`src/rtl/dfc_pkg.sv`:
```
package dfc_pkg;

  localparam int unsigned USED_DW = 5;
  localparam int unsigned LEN_W   = 18;
  localparam int unsigned ID_W    = 7;
  localparam int unsigned SLOT_B  = 32;

  typedef enum logic [2:0] {
    ST_IDLE, ST_REQ, ST_BEAT, ST_OFFER, ST_CPL, ST_DONE
  } seq_st_e;

  typedef struct packed {
    logic [63:0]      src;
    logic [63:0]      dst;
    logic [LEN_W-1:0] len;
    logic [ID_W-1:0]  id;
  } desc_t;

  // descriptors start after the status block of one dword per entry
  function automatic logic [63:0] slot_addr(input logic [63:0] base,
                                            input int unsigned depth,
                                            input int unsigned idx);
    return base + 64'(depth) * 64'd4 + 64'(idx) * 64'(SLOT_B);
  endfunction

  function automatic logic [63:0] flag_addr(input logic [63:0] base,
                                            input int unsigned idx);
    return base + 64'(idx) * 64'd4;
  endfunction

  function automatic desc_t unpack_desc(input logic [31:0] w0, input logic [31:0] w1,
                                        input logic [31:0] w2, input logic [31:0] w3,
                                        input logic [31:0] w4);
    desc_t d;
    d.src = {w1, w0};
    d.dst = {w3, w2};
    d.len = w4[LEN_W-1:0];
    d.id  = w4[LEN_W+ID_W-1:LEN_W];
    return d;
  endfunction

  function automatic logic [31:0] done_word(input logic [ID_W-1:0] id);
    return {1'b1, 24'd0, id};
  endfunction

endpackage

```
`src/rtl/dfc_regs.sv`:
```
module dfc_regs #(
  parameter int IDX_W = 7
) (
  input  logic             clk,
  input  logic             rst_n,
  input  logic             wr_en,
  input  logic [7:0]       addr,
  input  logic [31:0]      wdata,
  output logic [31:0]      rdata,
  output logic [63:0]      base,
  output logic [IDX_W-1:0] last_ptr,
  output logic             mode_all,
  output logic             last_wr,
  output logic [IDX_W-1:0] last_wval
);
  localparam logic [7:0] OFS_BASE_LO = 8'h08;
  localparam logic [7:0] OFS_BASE_HI = 8'h0C;
  localparam logic [7:0] OFS_LAST    = 8'h10;
  localparam logic [7:0] OFS_MODE    = 8'h14;

  assign last_wr   = wr_en && (addr == OFS_LAST);
  assign last_wval = wdata[IDX_W-1:0];

  always_ff @(posedge clk) begin
    if (!rst_n) begin
      base     <= '0;
      last_ptr <= '0;
      mode_all <= 1'b0;
    end else if (wr_en) begin
      case (addr)
        OFS_BASE_LO: base[31:0]  <= wdata;
        OFS_BASE_HI: base[63:32] <= wdata;
        OFS_LAST:    last_ptr    <= last_wval;
        OFS_MODE:    mode_all    <= wdata[0];
        default: ;
      endcase
    end
  end

  always_comb begin
    case (addr)
      OFS_BASE_LO: rdata = base[31:0];
      OFS_BASE_HI: rdata = base[63:32];
      OFS_LAST:    rdata = 32'(last_ptr);
      OFS_MODE:    rdata = {31'd0, mode_all};
      default:     rdata = '0;
    endcase
  end
endmodule

```
`src/rtl/dfc_ptr.sv`:
```
module dfc_ptr #(
  parameter int IDX_W = 7
) (
  input  logic             clk,
  input  logic             rst_n,
  input  logic             last_wr,
  input  logic [IDX_W-1:0] last_wval,
  input  logic [IDX_W-1:0] last_ptr,
  input  logic             retire,
  output logic [IDX_W-1:0] fetch_idx,
  output logic             armed,
  output logic             at_last
);
  logic [IDX_W-1:0] idx_n;
  logic             any_q, any_n, arm_n;

  assign at_last = (fetch_idx == last_ptr);

  always_comb begin
    idx_n = retire ? fetch_idx + IDX_W'(1) : fetch_idx;
    any_n = any_q | retire;
    arm_n = armed;
    if (retire && at_last) arm_n = 1'b0;
    // a write naming the index already processed leaves the controller idle
    if (last_wr) arm_n = !(any_n && (last_wval == idx_n - IDX_W'(1)));
  end

  always_ff @(posedge clk) begin
    if (!rst_n) begin
      fetch_idx <= '0;
      any_q     <= 1'b0;
      armed     <= 1'b0;
    end else begin
      fetch_idx <= idx_n;
      any_q     <= any_n;
      armed     <= arm_n;
    end
  end
endmodule

```
`src/rtl/dfc_seq.sv`:
```
module dfc_seq
  import dfc_pkg::*;
#(
  parameter int IDX_W = 7,
  parameter int BURST = 8
) (
  input  logic             clk,
  input  logic             rst_n,
  input  logic             armed,
  input  logic [IDX_W-1:0] fetch_idx,
  input  logic             at_last,
  input  logic             mode_all,
  input  logic [63:0]      base,
  output logic             mrd_req,
  output logic [63:0]      mrd_addr,
  input  logic             mrd_wait,
  input  logic             mrd_rvalid,
  input  logic [31:0]      mrd_rdata,
  output logic             dsc_valid,
  input  logic             dsc_ready,
  output desc_t            desc,
  input  logic             cpl_valid,
  input  logic [7:0]       cpl_id,
  output logic             mwr_req,
  output logic [63:0]      mwr_addr,
  output logic [31:0]      mwr_data,
  input  logic             mwr_wait,
  output logic             retire,
  output logic             await_cpl,
  output logic             cpl_hit
);
  localparam int DEPTH = 1 << IDX_W;
  localparam int CNT_W = $clog2(BURST);

  seq_st_e          st_q, st_d;
  logic [CNT_W-1:0] cnt_q;
  logic             last_beat, want_flag;
  logic [31:0]      beats [USED_DW];

  // only the dwords that carry fields are kept; the pad beats are dropped
  for (genvar g = 0; g < USED_DW; g++) begin : g_beat
    logic [31:0] w_q;
    always_ff @(posedge clk) begin
      if (st_q == ST_BEAT && mrd_rvalid && cnt_q == CNT_W'(g)) w_q <= mrd_rdata;
    end
    assign beats[g] = w_q;
  end

  assign desc      = unpack_desc(beats[0], beats[1], beats[2], beats[3], beats[4]);
  assign last_beat = mrd_rvalid && (cnt_q == CNT_W'(BURST - 1));
  assign want_flag = mode_all || at_last;

  assign mrd_req   = (st_q == ST_REQ);
  assign mrd_addr  = slot_addr(base, DEPTH, 32'(fetch_idx));
  assign dsc_valid = (st_q == ST_OFFER);
  assign await_cpl = (st_q == ST_CPL);
  assign cpl_hit   = await_cpl && cpl_valid && (cpl_id == 8'(desc.id));
  assign mwr_req   = (st_q == ST_DONE);
  assign mwr_addr  = flag_addr(base, 32'(fetch_idx));
  assign mwr_data  = done_word(desc.id);
  assign retire    = (cpl_hit && !want_flag) || (mwr_req && !mwr_wait);

  always_comb begin
    st_d = st_q;
    case (st_q)
      ST_IDLE:  if (armed)      st_d = ST_REQ;
      ST_REQ:   if (!mrd_wait)  st_d = ST_BEAT;
      ST_BEAT:  if (last_beat)  st_d = ST_OFFER;
      ST_OFFER: if (dsc_ready)  st_d = ST_CPL;
      ST_CPL:   if (cpl_hit)    st_d = want_flag ? ST_DONE : ST_IDLE;
      ST_DONE:  if (!mwr_wait)  st_d = ST_IDLE;
      default:                  st_d = ST_IDLE;
    endcase
  end

  always_ff @(posedge clk) begin
    if (!rst_n) begin
      st_q  <= ST_IDLE;
      cnt_q <= '0;
    end else begin
      st_q <= st_d;
      if (st_q == ST_REQ)                    cnt_q <= '0;
      else if (st_q == ST_BEAT && mrd_rvalid) cnt_q <= cnt_q + CNT_W'(1);
    end
  end
endmodule

```
`src/rtl/desc_fetch_ctrl.sv`:
```
module desc_fetch_ctrl
  import dfc_pkg::*;
#(
  parameter int IDX_W = 7,
  parameter int BURST = 8
) (
  input  logic             clk,
  input  logic             rst_n,
  input  logic             reg_wr,
  input  logic [7:0]       reg_addr,
  input  logic [31:0]      reg_wdata,
  output logic [31:0]      reg_rdata,
  output logic             mrd_req,
  output logic [63:0]      mrd_addr,
  output logic [3:0]       mrd_burst,
  input  logic             mrd_wait,
  input  logic             mrd_rvalid,
  input  logic [31:0]      mrd_rdata,
  output logic             dsc_valid,
  input  logic             dsc_ready,
  output logic [63:0]      dsc_src,
  output logic [63:0]      dsc_dst,
  output logic [17:0]      dsc_len,
  output logic [6:0]       dsc_id,
  input  logic             cpl_valid,
  input  logic [7:0]       cpl_id,
  output logic             mwr_req,
  output logic [63:0]      mwr_addr,
  output logic [31:0]      mwr_data,
  input  logic             mwr_wait
);
  logic [63:0]      base;
  logic [IDX_W-1:0] last_ptr, last_wval, fetch_idx;
  logic             mode_all, last_wr, armed, at_last;
  logic             retire, await_cpl, cpl_hit;
  desc_t            desc;

  assign mrd_burst = 4'(BURST);
  assign dsc_src   = desc.src;
  assign dsc_dst   = desc.dst;
  assign dsc_len   = desc.len;
  assign dsc_id    = desc.id;

  dfc_regs #(.IDX_W(IDX_W)) u_regs (
    .clk(clk), .rst_n(rst_n), .wr_en(reg_wr), .addr(reg_addr), .wdata(reg_wdata),
    .rdata(reg_rdata), .base(base), .last_ptr(last_ptr), .mode_all(mode_all),
    .last_wr(last_wr), .last_wval(last_wval)
  );

  dfc_ptr #(.IDX_W(IDX_W)) u_ptr (
    .clk(clk), .rst_n(rst_n), .last_wr(last_wr), .last_wval(last_wval),
    .last_ptr(last_ptr), .retire(retire), .fetch_idx(fetch_idx),
    .armed(armed), .at_last(at_last)
  );

  dfc_seq #(.IDX_W(IDX_W), .BURST(BURST)) u_seq (
    .clk(clk), .rst_n(rst_n), .armed(armed), .fetch_idx(fetch_idx), .at_last(at_last),
    .mode_all(mode_all), .base(base), .mrd_req(mrd_req), .mrd_addr(mrd_addr),
    .mrd_wait(mrd_wait), .mrd_rvalid(mrd_rvalid), .mrd_rdata(mrd_rdata),
    .dsc_valid(dsc_valid), .dsc_ready(dsc_ready), .desc(desc),
    .cpl_valid(cpl_valid), .cpl_id(cpl_id), .mwr_req(mwr_req), .mwr_addr(mwr_addr),
    .mwr_data(mwr_data), .mwr_wait(mwr_wait), .retire(retire),
    .await_cpl(await_cpl), .cpl_hit(cpl_hit)
  );
endmodule

```
`config.mk`:
```
export PLATFORM = sky130hd
export DESIGN_NAME = desc_fetch_ctrl
export DESIGN_NICKNAME = d
export VERILOG_FILES = /design/src/rtl/dfc_pkg.sv /design/src/rtl/dfc_regs.sv /design/src/rtl/dfc_ptr.sv /design/src/rtl/dfc_seq.sv /design/src/rtl/desc_fetch_ctrl.sv
export SDC_FILE = /design/constraint.sdc
export NUM_CORES = 1
export LEC_CHECK = 0
export BUFFER_PORTS_ARGS = -buffer_cell sky130_fd_sc_hd__buf_2
export CAP_MARGIN = 25
export CORE_AREA = 3 3 170 172
export DETAILED_ROUTE_END_ITERATION = 10
export DIE_AREA = 0 0 173 175
export HOLD_SLACK_MARGIN = 0.12
export PLACE_DENSITY = 0.73
export SETUP_SLACK_MARGIN = 0.02
export SLEW_MARGIN = 20
export SYNTH_ARGS = -nofsm -noshare
export SYNTH_HDL_FRONTEND = slang
export SYNTH_SLANG_ARGS = --single-unit
```
`constraint.sdc`:
```
create_clock -name clk -period 3.6 [get_ports clk]
set_input_delay 0.54 -clock clk [delete_from_list [all_inputs] [get_ports clk]]
set_output_delay 0.54 -clock clk [all_outputs]
set_load 0.005 [all_outputs]
```
After elaboration in Yosys (flattened, before gate mapping):

Index checks and enable logic that the tools add are counted.

* reduce and logical (&&, ||, !) cells: 28
* multiplexer cells: 12
* bitwise gates (word level): 2
* eq/ne operators: 23
* add/subtract/negate cells: 6

Operators by type and width (count)
* $pmux 32 s4: 1
* $add 64x10->64 const B: 1
* $add 64x12->64: 1
* $add 64x9->64: 1
* $mux 3: 7
* $pmux 3 s6: 1
* $eq 8x4->1 const B: 2
* $eq 8x5->1 const B: 2
* $eq 7x7->1: 2
* $logic_and 1x1->1: 14
* $eq 3x2->1 const B: 4
* $eq 3x3->1 const B: 4
* $eq 8x7->1: 1
* $ne 2x2->1 const B: 4
* $reduce_and 2->1: 4
* $add 7x1->7 const B: 1
* $mux 7: 1
* $sub 7x1->7 const B: 1
* $eq 3x1->1 const B: 2
* $logic_not 3->1: 2
* $reduce_and 6->1: 1
* $ne 2x1->1 const B: 2
* $add 3x1->3 const B: 1
* $logic_not 1->1: 3
* 6 further kinds: 8

* output and inout bits: 352
* register bits after elaboration: 240
* word-level logic and storage cells: 85
* input port bits: 88

Depth between registers and ports, before layout:

Gate-level depths: netlist of run 1.

* word-level depth: 11
* mapped depth: 14
* gate-level depth less buffers: 12

Modules after synthesis:

From an unflattened synthesis of run 1, not the netlist that was laid out.

* cell total of the unflattened synthesis: 1117
* area, all modules: 12273.0 um2

By module, submodules not included
* dfc_seq: area an instance 8313.0 um2, seq. area each 4714.5 um2, cells an instance 686, instances 1
* dfc_regs: area an instance 3215.6 um2, seq. area each 1441.4 um2, cells an instance 346, instances 1
* dfc_ptr: area an instance 706.9 um2, seq. area each 180.2 um2, cells an instance 79, instances 1
* desc_fetch_ctrl: area an instance 37.5 um2, seq. area each 0.0 um2, cells an instance 6, instances 1

Least setup slack after synthesis of run 1:

Ideal clock, no wire load.

* path kind: reg-to-output
* start: reg u_regs.base[9]
* end: out mrd_addr[52]
* required time: 3.060 ns
* slack: 0.255 ns
* path buffers: 2
* arrival time: 2.805 ns
* cell stages (with the launch flop): 14
* cells stage by stage: dfxtp_1 > clkbuf_1 > inv_1 > ha_1 > inv_1 > ha_1 > a21oi_1 > o21bai_1 > a21oi_1 > o21ba_2 > or3_1 > clkbuf_1 > or3_1 > xnor2_1

* word-level cells in the longest chain between the ends: 2

RTL lines
* start, declared: RTL line dfc_regs.sv:10 `output logic [63:0] base,`
* start signal, assigned: RTL line dfc_regs.sv:31 `OFS_BASE_LO: base[31:0] <= wdata;`
* $add 64x10->64: RTL line dfc_pkg.sv:23 `return base + 64'(depth) * 64'd4 + 64'(idx) * 64'(SLOT_B);`
* $add 64x12->64: RTL line dfc_pkg.sv:23
* end, declared: RTL line desc_fetch_ctrl.sv:14 `output logic [63:0] mrd_addr,`

No other way between the ends.

Final worst setup path of run 1:

* start: reg u_ptr.fetch_idx[1]
* end: out mrd_addr[52]

* word-level cells in the longest chain between the ends: 1

RTL lines
* start, declared: RTL line dfc_ptr.sv:10 `output logic [IDX_W-1:0] fetch_idx,`
* start signal, assigned: RTL line dfc_ptr.sv:34 `fetch_idx <= idx_n;`
* $add 64x12->64: RTL line dfc_pkg.sv:23

No other way between the ends.

==> impl_results.md, run 1 <==
- Final period util: 108%
- Most used DFF post-synth: edfxtp_1
- Vias per inst: 5.42
- DRT Wirelength: 46500 um
- Min cycle time layout: 3.90 ns
- Finish-stage setup viols: 81
- Worst Path Arrival: 3.36 ns
- Synth area leader: edfxtp_1
- Routability cong.: 0.944
- Compound-gate portion of the synthesized area: 7.92%
- GRT overflow: 0
- Total negative slack: -10.91 ns
- Fmax: 0.256 GHz
- Post-synth EDFFs: 153
- CP required: 3.06 ns
- Final slew viol count: 0
- Status: finished, violations left
- Hold crit path type: input pin to flop
- Post-Syn Area per Cell: 10.3 um2
- Max-cap violations: 0
- DRT Pass-1 Iters: 5
- Most frequent cells in the layout: buf_2, nand2_1, edfxtp_1, buf_4, dfxtp_1
- Largest family of logic cells by synthesized area: simple AND/OR/NAND/NOR gates
- Clock skew: 0.0163 ns
- Worst-Margin Slew: 0.623 ns
- Root buffer cell: clkbuf_16
- WS Path Type: flop to output pin
- CP Launch Type: flop
- Initial antenna violation count: 2
- Crit-path cells: ha_4 > ha_4 > fa_2 > a21o_1 > a21oi_2 > o21bai_1 > a21oi_2 > o21ba_4 > or3_4 > buf_6 > or3_4 > xnor2_2 > buf_2
- Net Switching: 1500 uW
- Combinational share of power: 8.1%
- Clock power share: 42.5%
- Die width: 173 um
- Nets@finish: 1823
- Post-synthesis sequential area ratio: 50.9%
- CP max-delay cell: dfxtp_4
- Hold path start: mrd_rdata[27]
- Hold buffer count at cts: 0
- R2R Path End: u_ptr.armed$_SDFFE_PN0P_
- Port Buffer Count: 410
- Pwr per Cell Area: 342 mW/mm2
- Vias in the first global route: 11200
- Initial DRC count: 898
- Clk_lat worst skew: 0.54 ns
- DR WL/cell: 22.1 um
- Inserted Clock Buffers: 26
- # IOs: 440
- Synth warn: 0
- Ys async rst share: 0%
- Most common cell after layout, fill and taps aside: buf_2
- Internal: 4680 uW
- Routed Antenna Nets: 0
- Total number of vias: 11400
- CTS sink cnt: 240
- Sw frac: 24.2%
- Mapped Cells: 1205
- Worst VDD drop: 0.466 mV
- Largest net degree at the start of global routing: 38
- Max FO, Critical Path: 5
- Static leakage: 0.00811 uW
- H-tree Lvls: 1
- Final hold violation count: 0
- Final WS setup: -0.304 ns
- Share of the synthesized area in the top cell type: 36.9%
- Total power: 6180 uW
- Gr usage total: 28.4%
- Clock-pin slew on the worst setup and hold paths: 0.06 ns
- Max stage delay on crit path: 0.36 ns
- Starting density of the core: 45.0%
- Drc violations: 0
- Layout fillers: 2068
- Core box area: 0.0276 mm2
- Final Cell Area: 0.0180 mm2
- Distinct cells, synth: 77
- Clock buffer depth: 3
- R2R depth: 12
- Placement Setup Slack: -0.0287 ns
- Syn Std Cell Area: 0.0124 mm2
- Ratio of cells with drive above 1 in the final layout: 48.7%
- Crit path capture type: output pin
- RSZ-0062 raised after global routing: true
- Die Area: 0.0303 mm2
- Mux cell area share after synthesis: 3.09%
- R2r startpoint: u_ptr.fetch_idx[0]$_SDFF_PN0_
- Syn-to-layout area delta: 45.0%
- Post-DP Area: 0.0151 mm2
- Hpwl dp: 33000 um
- Synth area leaders: edfxtp_1, dfxtp_1, nand2_1
- Post-synthesis adder-cell area fraction: 3.24%
- Flop pwr share: 49.3%
- Hold depth: 1
- Count of state elements after synthesis: 240
- Die height: 175 um
- Rel. slew slack: 58.3%
- CTS tree: yes
- R2R Setup Slk: 0.50 ns
- Failing checks: setup timing
- First-pass GRT wire length: 66900 um
- XOR/XNOR Fraction of Synth Area: 10.2%
- Core Rows: 61
- Hold endpoint: u_seq.g_beat[2].w_q[27]$_DFFE_PP_
- Post-synthesis simple-gate area fraction: 18.6%
==> metrics by stage <==
| stage | utilization (%) | instances | hold slack, ns |
|---|---|---|---|
| floorplan | - | 1232 | 0.431 |
| global placement | 54.6 | 1983 | 0.442 |
| detailed placement | 54.6 | 1983 | 0.446 |
| CTS | 62.5 | 2072 | 0.192 |
| global route | 65.3 | 2103 | 0.201 |
| finish | 65.3 | 2103 | 0.213 |
==> flip-flops by register name (all words and copies together) (netlist names) <==
| name | count |
|---|---|
| u_seq.g_beat.w_q | 153 |
| u_regs.base | 64 |
| u_regs.mode_all | 1 |
| u_ptr.any_q | 1 |
| u_regs.last_ptr | 7 |
| u_ptr.fetch_idx | 7 |
| u_seq.cnt_q | 3 |
| u_seq.st_q | 3 |
| u_ptr.armed | 1 |
==> critical path, delay by kind of cell (launching register included) <==
family	cells	cell delay (ns)
compound gates	5	0.74
xor+xnor	1	0.13
fa+ha+maj	3	0.62
buf+inv	2	0.28
flops	1	0.36
simple gates	2	0.69
==> synth_stat cells (3+ instances only) <==
| cell | instances |
|---|---|
| clkbuf_1 | 59 |
| a21o_1 | 4 |
| and3_1 | 18 |
| nor3b_1 | 4 |
| a22oi_1 | 6 |
| mux2i_1 | 35 |
| buf_4 | 44 |
| nor3_1 | 21 |
| ha_1 | 29 |
| a21boi_1 | 21 |
| a21boi_0 | 46 |
| nor2_1 | 89 |
| a21oi_1 | 15 |
| and2_1 | 7 |
| inv_1 | 25 |
| nand4_1 | 22 |
| edfxtp_1 | 153 |
| xor2_1 | 62 |
| o21bai_1 | 7 |
| buf_2 | 14 |
| xnor2_1 | 80 |
| or3_1 | 9 |
| nand2b_1 | 6 |
| nor4_1 | 6 |
| nor2b_1 | 16 |
| dfxtp_1 | 87 |
| o21ai_1 | 3 |
| nor4_2 | 4 |
| nor4_4 | 3 |
| nand2_1 | 199 |
| nand3_1 | 36 |
| buf_1 | 7 |
| o21ai_0 | 13 |
==> area by class of cell <==
type,instances,area [um2],share of cell area [%]
Clock inverter,16,160,0.887
Multi-Input combinational cell,842,6850,38.0
Tap cell,378,473,2.62
Inverter,26,97.6,0.541
Antenna cell,2,5.00,0.0277
Timing Repair Buffer,568,3410,18.9
Clock buffer,31,669,3.71
Sequential cell,240,6380,35.3
==> power groups by stage <==
| stage | sequential (uW) | clock [uW] | combinational (uW) |
|---|---|---|---|
| floorplan | 3100 | 0 | 305 |
| global placement | 3110 | 0 | 490 |
| detailed placement | 3110 | 0 | 500 |
| CTS | 3050 | 2680 | 503 |
| global route | 3060 | 2770 | 560 |
| finish | 3050 | 2630 | 503 |
==> how the worst max path moves through the flow <==
stage,start,end,slack [ns]
finish,u_ptr.fetch_idx[1]$_SDFF_PN0_,mrd_addr[52],-0.30
global route,u_ptr.fetch_idx[0]$_SDFF_PN0_,mwr_addr[34],-0.43
CTS,u_ptr.fetch_idx[1]$_SDFF_PN0_,mrd_addr[52],-0.29
detailed placement,u_ptr.fetch_idx[0]$_SDFF_PN0_,mwr_addr[60],-0.03
global placement,u_ptr.fetch_idx[1]$_SDFF_PN0_,mwr_addr[37],0.03
floorplan,u_regs.base[9]$_SDFFE_PN0P_,mrd_addr[52],0.26
==> kinds of logic after synthesis <==
kind of cell / Yosys count
and+or+nand+nor: 467
DFF: 240
buffers and inverters: 150
xor gates and xnor gates: 143
AOI/OAI and AO/OA: 135
muxes: 37
adders and majority gates: 31
other: 2
==> layer usage <==
layer	vias up	share of wire [%]	GRT usage (%)
met1	5401	34	31.1
met5	-	0	0
li1	5063	-	-
met3	175	11	8.89
met4	0	6.0	13.5
met2	751	50	50.1
==> timing repair <==
item / in CTS / in global routing
setup buffers: 43 / 34
resized for setup: 201 / 120
pin swaps: 97 / 78
endpoints found under the setup margin: 97 / 101
Note: power is estimated with default switching activity, not from simulation.
==> run 2, diff against run 1 <==
--- a/config.mk
+++ b/config.mk
@@ -12,2 +12,3 @@
 export DIE_AREA = 0 0 173 175
+export GPL_TIMING_DRIVEN = 0
 export HOLD_SLACK_MARGIN = 0.12
--- a/constraint.sdc
+++ b/constraint.sdc
@@ -3,2 +3,2 @@
 set_output_delay 0.54 -clock clk [all_outputs]
-set_load 0.005 [all_outputs]
+set_load 0.02 [all_outputs]
==> run 2 against run 1 <==
The run still ends with setup timing left. Clock power rose by 2%. Critical path depth up 2. Setup slack got worse by 0.14 ns. Flip-flop and latch count stayed put. Critical path type unchanged. Register-to-register slack got worse by 0.09 ns. Combinational power increased by 29%.
==> impl_results.md, run 2 (synthesized netlist as in run 1, its figures left out) <==
- Clock buffer depth: 3 (unchanged)
- Largest register by flop count: u_seq.g_beat.w_q
- Ratio of cells with drive above 1 in the final layout: 48.7% (about the same)
- Fmax: 0.247 GHz (-3.5%)
- First-pass GRT wire length: 67700 um (+1.2%)
- CP bufs+invs: 4 (+2)
- Most frequent cells in the layout: buf_2, buf_4, nand2_1, edfxtp_1, dfxtp_1
- Max stage delay on crit path: 0.38 ns (+0.02 ns)
- Final hold violation count: 0 (unchanged)
- Port Buffer Count: 408 (-0.49%)
- Max FO, Critical Path: 5 (unchanged)
- Initial DRC count: 924 (+2.9%)
- Core box area: 0.0276 mm2 (unchanged)
- Worst Path Arrival: 3.51 ns (+0.15 ns)
- Largest net degree at the start of global routing: 26 (-32%)
- CP required: 3.06 ns (about the same)
- Drc violations: 0 (unchanged)
- Die height: 175 um (unchanged)
- Worst-Margin Slew: 1.11 ns (+0.489 ns)
- Routability cong.: 0.960 (+1.7%)
- # IOs: 440 (unchanged)
- WS Path Type: flop to output pin
- Hold buffer count at cts: 0 (unchanged)
- Crit path capture type: output pin
- Starting density of the core: 45.0% (unchanged)
- Hold WS: 0.238 ns (+0.0252 ns)
- DRT Wirelength: 47400 um (+1.9%)
- Regs by FF count: u_seq.g_beat.w_q x153, u_regs.base x64
- DR WL/cell: 21.9 um (-0.93%)
- Min cycle time layout: 4.05 ns (+0.142 ns)
- Final non-filler cell total: 2162 (+2.8%)
- Routed Antenna Nets: 0 (unchanged)
- Clock skew: 0.0149 ns (-0.00149 ns)
- Inserted Clock Buffers: 25 (-3.8%)
- Total number of vias: 11600 (+1.9%)
- Max reg flops: 153 (unchanged)
- DP Cell Count: 2023 (+2.0%)
- Most used cell, CP: buf_4
- Final WS setup: -0.445 ns (-0.142 ns)
- CP max-delay cell: dfxtp_4
- Static leakage: 0.00848 uW (+4.6%)
- GRT overflow: 0 (unchanged)
- Root buffer cell: clkbuf_16
- Vias in the first global route: 11400 (+1.7%)
- H-tree Lvls: 1 (unchanged)
- Pwr per Cell Area: 336 mW/mm2 (-2.0%)
- Max-cap violations: 0 (unchanged)
- Worst VDD drop: 0.416 mV (-11%)
- RSZ-0062 raised after global routing: true
- Hpwl dp: 33700 um (+2.0%)
- Clock-pin slew on the worst setup and hold paths: 0.06 ns (about the same)
- Core Rows: 61 (unchanged)
- Rel. slew slack: 25.9% (-32 points)
- Finish-stage setup viols: 87 (+7.4%)
- DRT Pass-1 Iters: 6 (+1)
- CP Launch Type: flop
- Failing checks: setup timing
- Gr usage total: 28.7% (+0.37 points)
- Nets@finish: 1881 (+3.2%)
- Syn-to-layout area delta: 52.4%
- CTS tree: yes
- Vias per inst: 5.37 (-0.91%)
- Status: finished, violations left
- Total power: 6360 uW (+3.0%)
- Final period util: 112% (+3.9 points)
- Most common cell after layout, fill and taps aside: buf_2
- Crit-path cells: ha_4 > inv_2 > fa_2 > nor2b_2 > o21ai_2 > a21boi_2 > o21a_1 > o21ai_4 > a211oi_4 > buf_6 > nand4_1 > buf_4 > nor2_4 > xor2_1 > buf_4
- Final slew viol count: 0 (unchanged)
- Clk_lat worst skew: 0.52 ns (-0.02 ns)
- Hold crit path type: input pin to flop
- CTS sink cnt: 240 (unchanged)
- Initial antenna violation count: 4 (+2)
- Die Area: 0.0303 mm2 (unchanged)
- Die width: 173 um (unchanged)
- Delay-heaviest family, CP: compound AO/OA/AOI/OAI gates
run 2: worst paths after layout:
check	to	from	depth (start not counted)	slack (ns)
worst min register to register	u_ptr.any_q$_SDFF_PN0_	u_ptr.any_q$_SDFF_PN0_	2	0.45
worst max-delay path	mwr_addr[44]	u_ptr.fetch_idx[0]$_SDFF_PN0_	15	-0.45
worst max register to register	u_ptr.armed$_SDFFE_PN0P_	u_ptr.fetch_idx[0]$_SDFF_PN0_	13	0.41
worst min-delay path	u_seq.g_beat[1].w_q[29]$_DFFE_PP_	mrd_rdata[29]	1	0.24
run 2: final cells by class:
| class | instances | area (um2) |
|---|---|---|
| clock buffer | 30 | 644 |
| timing repair buffer | 517 | 3460 |
| antenna | 5 | 12.5 |
| clock inverter | 14 | 201 |
| fill | 1986 | 8670 |
| buffer | 110 | 639 |
| inverter | 26 | 97.6 |
| tap | 378 | 473 |
| multi-input combinational | 842 | 7030 |
| sequential | 240 | 6400 |
run 2: repair_timing:
item / in CTS / in global routing
pin swaps: 82 / 89
setup endpoints to repair: 107 / 115
buffers inserted: 63 / 48
gates resized for setup: 315 / 171
run 2: per-layer routing:
metal,track usage [%],vias to the layer above,routed length (um)
li1,-,5159,-
met1,32.3,5496,16400
met2,49.9,740,23300
met3,7.78,208,4480
met4,15.3,0,3260
met5,0,-,0
run 2: power breakdown:
part | internal, uW | switching [uW]
registers | 3000 | 26.1
logic | 229 | 422
clock network | 1630 | 1060
run 2: through the flow:
| stage | setup slack [ns] | utilization [%] | instance area [um2] | TNS, ns |
|---|---|---|---|---|
| floorplan | 0.0304 | - | 12500 | 0 |
| global placement | -0.843 | 54.5 | 15100 | -17.00 |
| detailed placement | -0.649 | 54.9 | 15200 | -15.93 |
| CTS | -0.357 | 64.7 | 17900 | -12.65 |
| global route | -0.602 | 68.6 | 19000 | -25.01 |
| finish | -0.445 | 68.6 | 19000 | -14.63 |
==> run 3, diff against run 2 <==
CORE_AREA = 3 3 169 171   (was 3 3 170 172)
DIE_AREA = 0 0 172 174   (was 0 0 173 175)
SYNTH_HIERARCHICAL = 1   (was not set)
==> run 3 against run 2 <==
The flow still finishes with violations (setup timing). Critical endpoint is now mrd_addr[18]. Register-to-register slack worse by 0.08 ns. Largest cell class is now sequential cells. Power is 7.2% lower. Sequential power is 3% lower. Core utilization is 4.8 points lower. Highest routed layer unchanged. Hold slack worse by 0.030 ns. Die area is 1.1% lower. Critical path type unchanged. Via count is 4.6% lower. Critical path depth is 3 lower.
==> impl_results.md, run 3 <==
- Top-count cell post-synth: edfxtp_1
- Post-DP Area: 0.0149 mm2 (-1.6%)
- Share of the synthesized area in the top cell type: 37.4% (+0.51 points)
- GRT overflow: 0 (unchanged)
- Final WS setup: -0.0501 ns (+0.395 ns)
- Count of state elements after synthesis: 240 (unchanged)
- Worst-Margin Slew: 1.07 ns (-0.0457 ns)
- Ys async rst share: 0% (unchanged)
- RSZ-0062 raised after global routing: true
- Max-cap violations: 0 (unchanged)
- First-pass GRT wire length: 65400 um (-3.4%)
- Max FO, Critical Path: 6 (+1)
- Finish-stage setup viols: 5 (-94%)
- Ratio of cells with drive above 1 in the final layout: 44.1% (-4.7 points)
- Most common cell after layout, fill and taps aside: buf_2
- Nets@finish: 1744 (-7.3%)
- Final slew viol count: 0 (unchanged)
- Routed Antenna Nets: 0 (unchanged)
- R2R Setup Slk: 0.33 ns (-0.08 ns)
- Die height: 174 um (-0.57%)
- Clock buffer depth: 3 (unchanged)
- Final hold violation count: 0 (unchanged)
- Initial DRC count: 1021 (+10%)
- Rel. slew slack: 28.9% (+3.0 points)
- Largest register by flop count: u_seq/g_beat.w_q
- Clock skew: 0.0172 ns (+0.00239 ns)
- Post-synthesis sequential area ratio: 51.6% (+0.71 points)
- Largest net degree at the start of global routing: 29 (+12%)
- Post-Syn Area per Cell: 11.0 um2 (+6.4%)
- Synth warn: 6 (+6)
- Root buffer cell: clkbuf_16
- Synth cell count leaders: edfxtp_1, nand2_1, xor2_1
- Min cycle time layout: 3.65 ns (-0.395 ns)
- Core Rows: 60 (-1.6%)
- CP Launch Type: flop
- Clock-pin slew on the worst setup and hold paths: 0.06 ns (about the same)
- Gr usage total: 28.3% (-0.43 points)
- Mapped Cells: 1117 (-7.3%)
- Routability cong.: 0.966 (+0.53%)
- Max stage delay on crit path: 0.39 ns (about the same)
- Most used DFF post-synth: edfxtp_1
- CP max-delay cell: fa_2
- Final Cell Area: 0.0172 mm2 (-9.1%)
- # IOs: 440 (unchanged)
- Total number of vias: 11100 (-4.6%)
- Vias per inst: 5.57 (+3.8%)
- Post-synth EDFFs: 153 (unchanged)
- Syn Std Cell Area: 0.0123 mm2 (-1.4%)
- Drc violations: 0 (unchanged)
- Core box area: 0.0270 mm2 (-2.2%)
- Die width: 172 um (-0.58%)
- Total negative slack: -0.160 ns (+14.47 ns)
- Max reg flops: 153 (unchanged)
- Hold depth: 1 (unchanged)
- DRT Wirelength: 44900 um (-5.3%)
- Worst Path Arrival: 3.11 ns (-0.40 ns)
- CTS sink cnt: 240 (unchanged)
- Synth area leaders: edfxtp_1, dfxtp_1, xor2_1
- R2r startpoint: u_ptr/fetch_idx[4]$_SDFF_PN0_
- Hold endpoint: u_seq/g_beat[0].w_q[31]$_DFFE_PP_
- Initial antenna violation count: 3 (-1)
- R2R Path End: u_ptr/armed$_SDFFE_PN0P_
- Die Area: 0.0299 mm2 (-1.1%)
- Synth area leader: edfxtp_1
- Hold crit path type: input pin to flop
- Hpwl dp: 33500 um (-0.56%)
- Inserted Clock Buffers: 26 (+4.0%)
- Regs by FF count: u_seq/g_beat.w_q x153, u_regs/base x64
- Pwr per Cell Area: 342 mW/mm2 (+2.1%)
- Hold path start: mrd_rdata[31]
- Crit-path cells: ha_4 > ha_4 > fa_2 > a211oi_4 > o211ai_1 > o211ai_1 > buf_4 > clkbuf_16 > buf_8 > nor2_4 > xor2_1 > buf_4
- Placement Setup Slack: -0.672 ns (-0.0235 ns)
- CTS tree: yes
- Crit path capture type: output pin
- Fmax: 0.274 GHz (+11%)
- WS Path Type: flop to output pin
- Starting density of the core: 45.4% (+0.38 points)
- Most frequent cells in the layout: buf_2, edfxtp_1, nand2_1, buf_4, xor2_1
- DRT Pass-1 Iters: 5 (-1)
- R2R depth: 15 (+2)
- Failing checks: setup timing
- Layout fillers: 2149 (+8.2%)
- Vias in the first global route: 10800 (-5.9%)
- CP required: 3.06 ns (about the same)
- H-tree Lvls: 1 (unchanged)
- Distinct cells, synth: 64 (-17%)
- Syn-to-layout area delta: 40.5%
- Static leakage: 0.00838 uW (-1.2%)
- Final period util: 101% (-11 points)
- DR WL/cell: 22.6 um (+3.0%)
- Clk_lat worst skew: 0.55 ns (+0.03 ns)
- Status: finished, violations left
- Worst VDD drop: 0.426 mV (+2.6%)
- Port Buffer Count: 410 (+0.49%)
## run 3: worst max path at each step
stage                                   from  slack (ns)            to
2_1_floorplan  u_ptr/fetch_idx[1]$_SDFF_PN0_        0.21  mrd_addr[42]
3_3_place_gp   u_ptr/fetch_idx[1]$_SDFF_PN0_       -0.70  mrd_addr[36]
3_5_place_dp   u_ptr/fetch_idx[1]$_SDFF_PN0_       -0.67  mrd_addr[36]
4_1_cts        u_ptr/fetch_idx[1]$_SDFF_PN0_       -0.04  mrd_addr[26]
5_1_grt          u_regs/base[6]$_SDFFE_PN0P_       -0.13  mrd_addr[18]
6_report         u_regs/base[6]$_SDFFE_PN0P_       -0.05  mrd_addr[18]
## run 3: power breakdown
group	leakage (uW)	switching (uW)	internal, uW
Clock	0.000421	1130	1570
Combinational	0.00587	172	101
Sequential	0.00209	5.68	2930
## run 3: timing repair
| action | in CTS | in global routing |
|---|---|---|
| resized for setup | 149 | 106 |
| endpoints found under the setup margin | 96 | 79 |
| pin swaps | 27 | 29 |
| hold buffers | 0 | 0 |
| endpoints found under the hold margin | 0 | 0 |
| cloned | 2 | 0 |
| setup buffers | 24 | 21 |
## run 3: final cells by class
type,instances,area (um2),area share (%)
flip-flops and latches,240,6390,37.1
multi-input cells,764,6050,35.1
repair buffers,460,2660,15.4
plain buffers,100,712,4.13
clock buffers,30,676,3.92
well taps,341,427,2.47
clock inverters,18,195,1.13
inverters,33,129,0.747
diodes,2,5.00,0.0290
## run 3: metrics by stage
stage	power [uW]	utilization, %	hold slack [ns]	cells
after floorplan	3150	-	0.429	1142
after global placement	3260	54.9	0.438	1893
after detailed placement	3270	55.3	0.444	1897
after CTS	5950	61.5	0.180	1968
after global routing	6070	63.8	0.197	1987
final	5910	63.8	0.208	1988
## run 3: routing by layer
| metal | track usage (%) | routed length, um | up-vias |
|---|---|---|---|
| met1 | 35.3 | 16600 | 5385 |
| met5 | 0 | 0 | - |
| met4 | 11.2 | 2130 | 0 |
| met2 | 47.6 | 21800 | 645 |
| li1 | - | - | 4911 |
| met3 | 6.30 | 4330 | 131 |
## run 3: kinds of logic after synthesis
| logic type | after synthesis | share of synthesized area, % |
|---|---|---|
| AOI/OAI and AO/OA | 93 | 5.63 |
| xor gates and xnor gates | 146 | 10.5 |
| adders and majority gates | 31 | 3.28 |
| buffers and inverters | 138 | 6.26 |
| DFF | 240 | 51.6 |
| muxes | 75 | 6.12 |
| other | 4 | 0.122 |
| and+or+nand+nor | 390 | 16.5 |
## run 3: worst max-delay path, delay by kind of cell, from the launching register on
family                   cells  cell delay [ns]
adder cells (fa/ha/maj)      3             0.79
AO/OA/AOI/OAI                3             0.52
buffers and inverters        4             0.68
flip-flops                   1             0.36
AND/OR/NAND/NOR              1             0.03
XOR/XNOR                     1             0.17
